`src/rtl/cs_alu_pkg.sv`:
```
package cs_alu_pkg;
   typedef enum logic [2:0] {
      OP_ADD = 3'd0,
      OP_SUB = 3'd1,
      OP_AND = 3'd2,
      OP_OR  = 3'd3,
      OP_XOR = 3'd4
   } alu_op_e;

   typedef enum logic [1:0] {
      LOG_AND  = 2'd0,
      LOG_OR   = 2'd1,
      LOG_XOR  = 2'd2,
      LOG_NONE = 2'd3
   } log_sel_e;
endpackage

```
`src/rtl/cs_ripple_seg.sv`:
```
module cs_ripple_seg #(
   parameter int W = 16
) (
   input  logic [W-1:0] a_i,
   input  logic [W-1:0] b_i,
   input  logic         c_i,
   output logic [W-1:0] s_o,
   output logic         c_o
);
   logic [W:0] chain;

   assign chain[0] = c_i;

   for (genvar k = 0; k < W; k++) begin : g_bit
      assign s_o[k]       = a_i[k] ^ b_i[k] ^ chain[k];
      assign chain[k + 1] = (a_i[k] & b_i[k]) | (a_i[k] & chain[k]) | (b_i[k] & chain[k]);
   end

   assign c_o = chain[W];
endmodule

```
`src/rtl/cs_adder.sv`:
```
module cs_adder #(
   parameter int WIDTH     = 32,
   parameter int LOW_W     = 16,
   parameter bit SELECT_EN = 1'b1
) (
   input  logic [WIDTH-1:0] a_i,
   input  logic [WIDTH-1:0] b_i,
   input  logic             c_i,
   output logic [WIDTH-1:0] s_o,
   output logic             c_o,
   output logic             c_msb_o
);
   localparam int HI_W = WIDTH - LOW_W;

   if (WIDTH < 2) begin : g_bad_width
      $error("cs_adder: WIDTH must be at least 2");
   end
   if (LOW_W < 1 || LOW_W >= WIDTH) begin : g_bad_split
      $error("cs_adder: LOW_W must lie in 1..WIDTH-1");
   end

   if (SELECT_EN) begin : g_select
      logic [LOW_W-1:0] s_lo;
      logic             c_lo;
      logic [HI_W-1:0]  s_hi0, s_hi1;
      logic             c_hi0, c_hi1;

      cs_ripple_seg #(.W(LOW_W)) u_lo (
         .a_i(a_i[LOW_W-1:0]), .b_i(b_i[LOW_W-1:0]), .c_i(c_i),
         .s_o(s_lo), .c_o(c_lo));

      cs_ripple_seg #(.W(HI_W)) u_hi0 (
         .a_i(a_i[WIDTH-1:LOW_W]), .b_i(b_i[WIDTH-1:LOW_W]), .c_i(1'b0),
         .s_o(s_hi0), .c_o(c_hi0));

      cs_ripple_seg #(.W(HI_W)) u_hi1 (
         .a_i(a_i[WIDTH-1:LOW_W]), .b_i(b_i[WIDTH-1:LOW_W]), .c_i(1'b1),
         .s_o(s_hi1), .c_o(c_hi1));

      always_comb begin
         if (c_lo) begin
            s_o = {s_hi1, s_lo};
            c_o = c_hi1;
         end else begin
            s_o = {s_hi0, s_lo};
            c_o = c_hi0;
         end
      end
   end else begin : g_ripple
      cs_ripple_seg #(.W(WIDTH)) u_full (
         .a_i(a_i), .b_i(b_i), .c_i(c_i), .s_o(s_o), .c_o(c_o));
   end

   // carry entering the top bit recovered from its sum bit
   assign c_msb_o = s_o[WIDTH-1] ^ a_i[WIDTH-1] ^ b_i[WIDTH-1];
endmodule

```
`src/rtl/cs_bitwise.sv`:
```
module cs_bitwise
   import cs_alu_pkg::*;
#(
   parameter int WIDTH = 32
) (
   input  logic [WIDTH-1:0] a_i,
   input  logic [WIDTH-1:0] b_i,
   input  log_sel_e         sel_i,
   output logic [WIDTH-1:0] y_o
);
   always_comb begin
      unique case (sel_i)
         LOG_AND: y_o = a_i & b_i;
         LOG_OR:  y_o = a_i | b_i;
         LOG_XOR: y_o = a_i ^ b_i;
         default: y_o = '0;
      endcase
   end
endmodule

```
`src/rtl/cs_flag_gen.sv`:
```
module cs_flag_gen #(
   parameter int WIDTH = 32
) (
   input  logic [WIDTH-1:0] res_i,
   input  logic             arith_i,
   input  logic             c_out_i,
   input  logic             c_msb_i,
   output logic             zero_o,
   output logic             carry_o,
   output logic             ovf_o
);
   assign zero_o  = ~|res_i;
   assign carry_o = arith_i & c_out_i;
   assign ovf_o   = arith_i & (c_out_i ^ c_msb_i);
endmodule

```
`src/rtl/cs_alu.sv`:
```
module cs_alu
   import cs_alu_pkg::*;
#(
   parameter int WIDTH     = 32,
   parameter bit SELECT_EN = 1'b1
) (
   input  logic [WIDTH-1:0] op_a_i,
   input  logic [WIDTH-1:0] op_b_i,
   input  logic             carry_i,
   input  logic [2:0]       mode_i,
   output logic [WIDTH-1:0] result_o,
   output logic             carry_o,
   output logic             zero_o,
   output logic             ovf_o
);
   localparam int LOW_W = WIDTH / 2;

   logic             is_add, is_sub, is_arith;
   log_sel_e         log_sel;
   logic [WIDTH-1:0] b_eff;
   logic             cin_eff;
   logic [WIDTH-1:0] sum;
   logic             sum_c, sum_cmsb;
   logic [WIDTH-1:0] log_y;

   always_comb begin
      is_add  = 1'b0;
      is_sub  = 1'b0;
      log_sel = LOG_NONE;
      case (mode_i)
         OP_ADD:  is_add  = 1'b1;
         OP_SUB:  is_sub  = 1'b1;
         OP_AND:  log_sel = LOG_AND;
         OP_OR:   log_sel = LOG_OR;
         OP_XOR:  log_sel = LOG_XOR;
         default: log_sel = LOG_NONE;
      endcase
   end

   assign is_arith = is_add | is_sub;
   assign b_eff    = is_sub ? ~op_b_i : op_b_i;
   assign cin_eff  = is_sub | (is_add & carry_i);

   cs_adder #(.WIDTH(WIDTH), .LOW_W(LOW_W), .SELECT_EN(SELECT_EN)) u_adder (
      .a_i(op_a_i), .b_i(b_eff), .c_i(cin_eff),
      .s_o(sum), .c_o(sum_c), .c_msb_o(sum_cmsb));

   cs_bitwise #(.WIDTH(WIDTH)) u_logic (
      .a_i(op_a_i), .b_i(op_b_i), .sel_i(log_sel), .y_o(log_y));

   assign result_o = is_arith ? sum : log_y;

   cs_flag_gen #(.WIDTH(WIDTH)) u_flags (
      .res_i(result_o), .arith_i(is_arith), .c_out_i(sum_c), .c_msb_i(sum_cmsb),
      .zero_o(zero_o), .carry_o(carry_o), .ovf_o(ovf_o));
endmodule

```
`config.mk`:
```
export PLATFORM = sky130hd
export DESIGN_NAME = cs_alu
export DESIGN_NICKNAME = d
export VERILOG_FILES = /design/src/rtl/cs_alu_pkg.sv /design/src/rtl/cs_ripple_seg.sv /design/src/rtl/cs_adder.sv /design/src/rtl/cs_bitwise.sv /design/src/rtl/cs_flag_gen.sv /design/src/rtl/cs_alu.sv
export SDC_FILE = /design/constraint.sdc
export NUM_CORES = 1
export LEC_CHECK = 0
export ABC_CLOCK_PERIOD_IN_PS = 21900
export BUFFER_PORTS_ARGS = -buffer_cell sky130_fd_sc_hd__clkbuf_2
export CAP_MARGIN = 15
export CORE_MARGIN = 2
export CORE_UTILIZATION = 56
export DETAILED_ROUTE_END_ITERATION = 7
export PLACE_DENSITY_LB_ADDON = 0.1
export SETUP_SLACK_MARGIN = 0.2
export SYNTH_ARGS = -nofsm -noshare
export SYNTH_HDL_FRONTEND = slang
export SYNTH_SLANG_ARGS = --single-unit
```
`constraint.sdc`:
```
create_clock -name vclk -period 21.9
set_clock_uncertainty 0.2 [all_clocks]
set_input_delay 3.285 -clock vclk [all_inputs]
set_output_delay 3.285 -clock vclk [all_outputs]
set_load 0.005 [all_outputs]
```
==> results.yml, run 1 <==
floorplanning:
  rows: 28
  floorplan.initialDensity_pct: 58.58
  dieHeight_um: 83.17
  placeableCoreArea_um2: 5991
  die_area_um2: 6916
  die_x_um: 83.17
  floorplan.io_pins: 103
global_routing:
  antenna_found_initial: 0
  grt_util_all_layers_pct: 24.06
  grt-ovfl-total: 0
  grt_first_pass_wirelength_um: 14590
  largest_net_degree_at_the_start_of_global_routing: 62
  number_of_global_route_vias_before_repair: 3389
detailed_routing:
  drt-wirelength-per-cell_um: 13.68
  drt_first_iter_violations: 153
  route.final.wire_length_um: 8550
  final_antenna_net_count: 0
  drt_pre_antenna_iters: 4
  detail_route.vias_per_cell: 5.549
  dr_total_vias: 3468
  drt_drc_violations_left: 0
yosys:
  synthDistinctLibCells: 56
  postSynthCellCount: 468
  mappedNetlistArea_um2: 3510
  syn-num-nets: 633
  synth.avg_cell_area_um2: 7.499
  synth-seq-area-share_pct: 0
  synth.yosys.warnings: 0
worst_setup_path:
  highest_fanout_seen_on_the_critical_path: 61
  worst-endpoint-required_ns: 18.42
  cp-start-kind: "input pin"
  worst_path_max_delay_cell: "or4_1"
  critPathMostFrequentCell: "fa_1"
  setup.worst_path.end_class: "output port"
  setup.worst_path.class: "input pin to output port"
  cp_slowest_stage_delay_ns: 0.54
  worstSetupStartpoint: "mode_i[0]"
  signal_arrival_time_at_the_worst_endpoint_ns: 14.67
cells_and_area:
  sequential_cell_count: 0
  clkbuf_count: 0
  antenna-diode-count: 0
  layout-area-overhead-vs-synth_pct: 15.01
  fin_cells: 625
  drive_above_1_share_pct: 21.64
  layout.area.seq_um2: 0
  final.fill_count: 517
  final_util_pct: 67.38
  layout.cells.most_common: "clkbuf_2"
  design.final.nets: 717
  most-common-layout-cells: "103 x clkbuf_2, 81 x ha_1, 75 x inv_1"
sta:
  rsz0062_at_grt: "no"
  slew_headroom_pct: 44.47
  final.period_utilization_pct: 82.91
  timing_hold_violations_final: 0
  fmaxAchievable_ghz: 0.05507
  setup_violations: 0
  min_period_ns: 18.16
  max_slew.worst_pin.slew_ns: 0.8329
  setup_tns_ns: 0
  slew_violations: 0
placement:
  routabilityCongestion: 0.8478
  placed_cells: 625
  dp_hpwl_um: 7106
  i_o_buffers: 103
power:
  power_frac_seq_pct: 0
  switching_share_pct: 54.02
  pwr-share-comb_pct: 100.0
  power_uw: 100.0
  power.net_switching_uw: 54.02
  vdd_ir_drop_max_mv: 0.01300
  power_frac_clock_pct: 0
  cellLeakagePower_nw: 2.091
  internal_power_uw: 45.98
  power-per-cell-area_nw_per_um2: 24.77
min_path:
  min-delay-path-class: "input pin to output port"
  hold_path.startpoint: "op_b_i[14]"
flow_run:
  maxCapViolCount: 0
clock_tree:
  cts.repair_timing.setup_buffer_count: 0
  cts_hold_repair.buffers: 0
  cts_resized: 0
status:
  run_status: "completed"
[kinds of logic (layout without fill, tap and decap cells)]
group,Yosys count,in the layout,synth area share [%]
compound gates,108,108,19.75
buf+inv,100,182,11.41
xor+xnor,47,47,11.94
simple gates,102,102,14.72
fa+ha+maj,97,97,38.00
mux,14,14,4.171
[power by group through the flow]
| stage | Sequential (mW) | Combinational (mW) | Clock [mW] |
|---|---|---|---|
| 6_report | 0 | 0.100 | 0 |
| 2_1_floorplan | 0 | 0.0678 | 0 |
| 4_1_cts | 0 | 0.101 | 0 |
| 3_3_place_gp | 0 | 0.0977 | 0 |
| 3_5_place_dp | 0 | 0.100 | 0 |
| 5_1_grt | 0 | 0.113 | 0 |
[through the flow]
| stage | instance area (um2) | hold WS, ns | setup slack, ns |
|---|---|---|---|
| finish | 4036 | 6.912 | 3.743 |
| global route | 4036 | 6.971 | 3.121 |
| CTS | 4036 | 6.915 | 3.670 |
| detailed placement | 4036 | 6.912 | 3.702 |
| global placement | 4036 | 6.908 | 3.935 |
| floorplan | 3510 | 6.556 | 4.072 |
[critical path: cells and delay by family]
kind,cells,cell delay (ns)
and+or+nand+nor,8,2.66
buffers and inverters,4,1.20
adders and majority gates,15,6.55
xor gates and xnor gates,2,0.32
AOI/OAI and AO/OA,3,0.66
[layer usage]
layer	up-vias	global-route usage (%)	part of all wire [%]
met5	-	0	0
li1	1757	-	-
met2	95	46.04	52
met1	1606	30.46	43
met3	10	0.1988	4.1
met4	0	4.173	1.3
[synthesized netlist by cell type (5+ instances only)]
master,number,area (um2)
nand2b_1,9,56.30
mux2i_1,9,90.09
nand2_1,20,75.07
o21ai_0,36,180.2
a21oi_1,23,115.1
ha_1,81,1013
fa_1,16,320.3
nor2_1,32,120.1
a211oi_1,13,97.59
nand3_1,10,50.05
xnor2_1,42,367.9
clkbuf_1,13,48.80
nor2b_1,5,31.28
inv_1,75,281.5
mux2_2,5,56.30
buf_2,5,25.02
[final timing paths]
path / end / cells past startpoint
setup / recovery: zero_o / 32
hold / removal: result_o[14] / 6
[final cells by class]
class / instances / area (um2) / area share [%]
well taps: 75 / 93.84 / 2.325
inverters: 75 / 281.5 / 6.975
repair buffers: 107 / 545.5 / 13.52
multi-input cells: 368 / 3115 / 77.19
Power figures use the tool's default switching activity.
==> run 2: changes to the inputs <==
--- a/config.mk
+++ b/config.mk
@@ -5,7 +5,7 @@
 export SDC_FILE = /design/constraint.sdc
 export NUM_CORES = 1
 export LEC_CHECK = 0
-export ABC_CLOCK_PERIOD_IN_PS = 21900
+export ABC_CLOCK_PERIOD_IN_PS = 18780
 export BUFFER_PORTS_ARGS = -buffer_cell sky130_fd_sc_hd__clkbuf_2
 export CAP_MARGIN = 15
 export CORE_MARGIN = 2
==> constraint.sdc (replaced) <==
create_clock -name vclk -period 18.78
set_clock_uncertainty 0.2 [all_clocks]
set_input_delay 2.817 -clock vclk [all_inputs]
set_output_delay 2.817 -clock vclk [all_outputs]
set_load 0.005 [all_outputs]
==> results.yml, run 2 (same netlist as run 1, synthesis figures left out) <==
global_routing:
  antenna_found_initial: 0
  grt_first_pass_wirelength_um: 14600
  largest_net_degree_at_the_start_of_global_routing: 61
  number_of_global_route_vias_before_repair: 3296
  grt_util_all_layers_pct: 24.28
  grt-ovfl-total: 0
sta:
  min_period_ns: 17.20
  max_slew.worst_pin.slew_ns: 0.8171
  slew_headroom_pct: 45.52
  setup_tns_ns: 0
  fin_ws_ns: 1.576
  slew_violations: 0
  fmaxAchievable_ghz: 0.05813
  setup_violations: 0
  timing_hold_violations_final: 0
  rsz0062_at_grt: "no"
  final.period_utilization_pct: 91.61
  fin_hold_ws_ns: 5.975
detailed_routing:
  drt_first_iter_violations: 137
  final_antenna_net_count: 0
  drt-wirelength-per-cell_um: 13.66
  drt_pre_antenna_iters: 4
  drt_drc_violations_left: 0
  route.final.wire_length_um: 8540
  detail_route.vias_per_cell: 5.536
  dr_total_vias: 3460
placement:
  dp_worst_setup_slack_ns: 1.589
  routabilityCongestion: 0.8353
  placed_cells: 625
  i_o_buffers: 103
  postPlaceCellArea_um2: 4036
  dp_hpwl_um: 7025
power:
  vdd_ir_drop_max_mv: 0.01604
  cellLeakagePower_nw: 2.091
  power-per-cell-area_nw_per_um2: 28.90
  power_uw: 116.7
worst_setup_path:
  setup.worst_path.class: "input pin to output port"
  cp-start-kind: "input pin"
  worstSetupPathDepth: 31
  worst_path_max_delay_cell: "or4_1"
  worstSetupStartpoint: "mode_i[2]"
  setup.worst_path.end_class: "output port"
  dominant_delay_contributor_by_cell_family_on_the_critical_path: "adder cells"
  worstSetupEndpoint: "zero_o"
  highest_fanout_seen_on_the_critical_path: 41
  critPathMostFrequentCell: "fa_1"
  signal_arrival_time_at_the_worst_endpoint_ns: 14.19
  cp_num_buf_inv: 3
  cp_slowest_stage_delay_ns: 0.56
  worst-endpoint-required_ns: 15.76
cells_and_area:
  drive_above_1_share_pct: 21.64
  layout.cells.most_common: "clkbuf_2"
  most-common-layout-cells: "103 x clkbuf_2, 81 x ha_1, 75 x inv_1"
  sequential_cell_count: 0
  layout.area.seq_um2: 0
  final_area_um2: 4036
  clkbuf_count: 0
  design.final.nets: 717
  antenna-diode-count: 0
  final_util_pct: 67.38
  fin_cells: 625
  layout-area-overhead-vs-synth_pct: 15.01
  final.fill_count: 557
floorplanning:
  die_x_um: 83.17
  floorplan.initialDensity_pct: 58.58
  placeableCoreArea_um2: 5991
  rows: 28
  die_area_um2: 6916
  dieHeight_um: 83.17
  floorplan.io_pins: 103
flow_run:
  maxCapViolCount: 0
min_path:
  hold_path.startpoint: "op_a_i[31]"
  min-delay-path-class: "input pin to output port"
status:
  run_status: "completed"
clock_tree:
  cts.repair_timing.setup_buffer_count: 0
  cts_hold_repair.buffers: 0
  cts_resized: 0
==> run 2: cell counts in the layout (fill, tap and decap cells not counted) <==
Identical to the previous run, type by type.
==> run 2: worst min-delay path by stage <==
stage	slack (ns)	cells past startpoint	endpoint
global route	6.03	5	result_o[24]
global placement	5.97	6	result_o[15]
floorplan	5.62	3	ovf_o
detailed placement	5.97	6	result_o[3]
CTS	5.98	6	carry_o
finish	5.97	6	carry_o
==> run 2: layout make-up <==
cell class                 count  area (um2)  share of cell area, %
timing repair buffer         107       545.5                  13.52
inverter                      75       281.5                  6.975
multi-input combinational    368        3115                  77.19
tap                           75       93.84                  2.325
==> run 2: power by group <==
| group | switching [mW] | internal (mW) |
|---|---|---|
| logic | 0.0631 | 0.0536 |
| clock network | 0 | 0 |
| registers | 0 | 0 |
==> run 2: per-layer routing <==
layer | track usage [%] | share of wire, % | wire length [um] | vias up
li1 | - | - | - | 1760
met1 | 31.17 | 44 | 3736 | 1611
met2 | 46.77 | 52 | 4421 | 85
met3 | 0.5964 | 3.8 | 324 | 4
met4 | 1.937 | 0.69 | 59 | 0
met5 | 0 | 0 | 0 | -
==> run 2: worst min-delay path, cell delays in order <==
cell and delay [ns]:
clkbuf_2 0.13, inv_1 0.11, a21oi_1 0.07, nor2_1 0.08, nor2_1 0.05, clkbuf_2 0.10
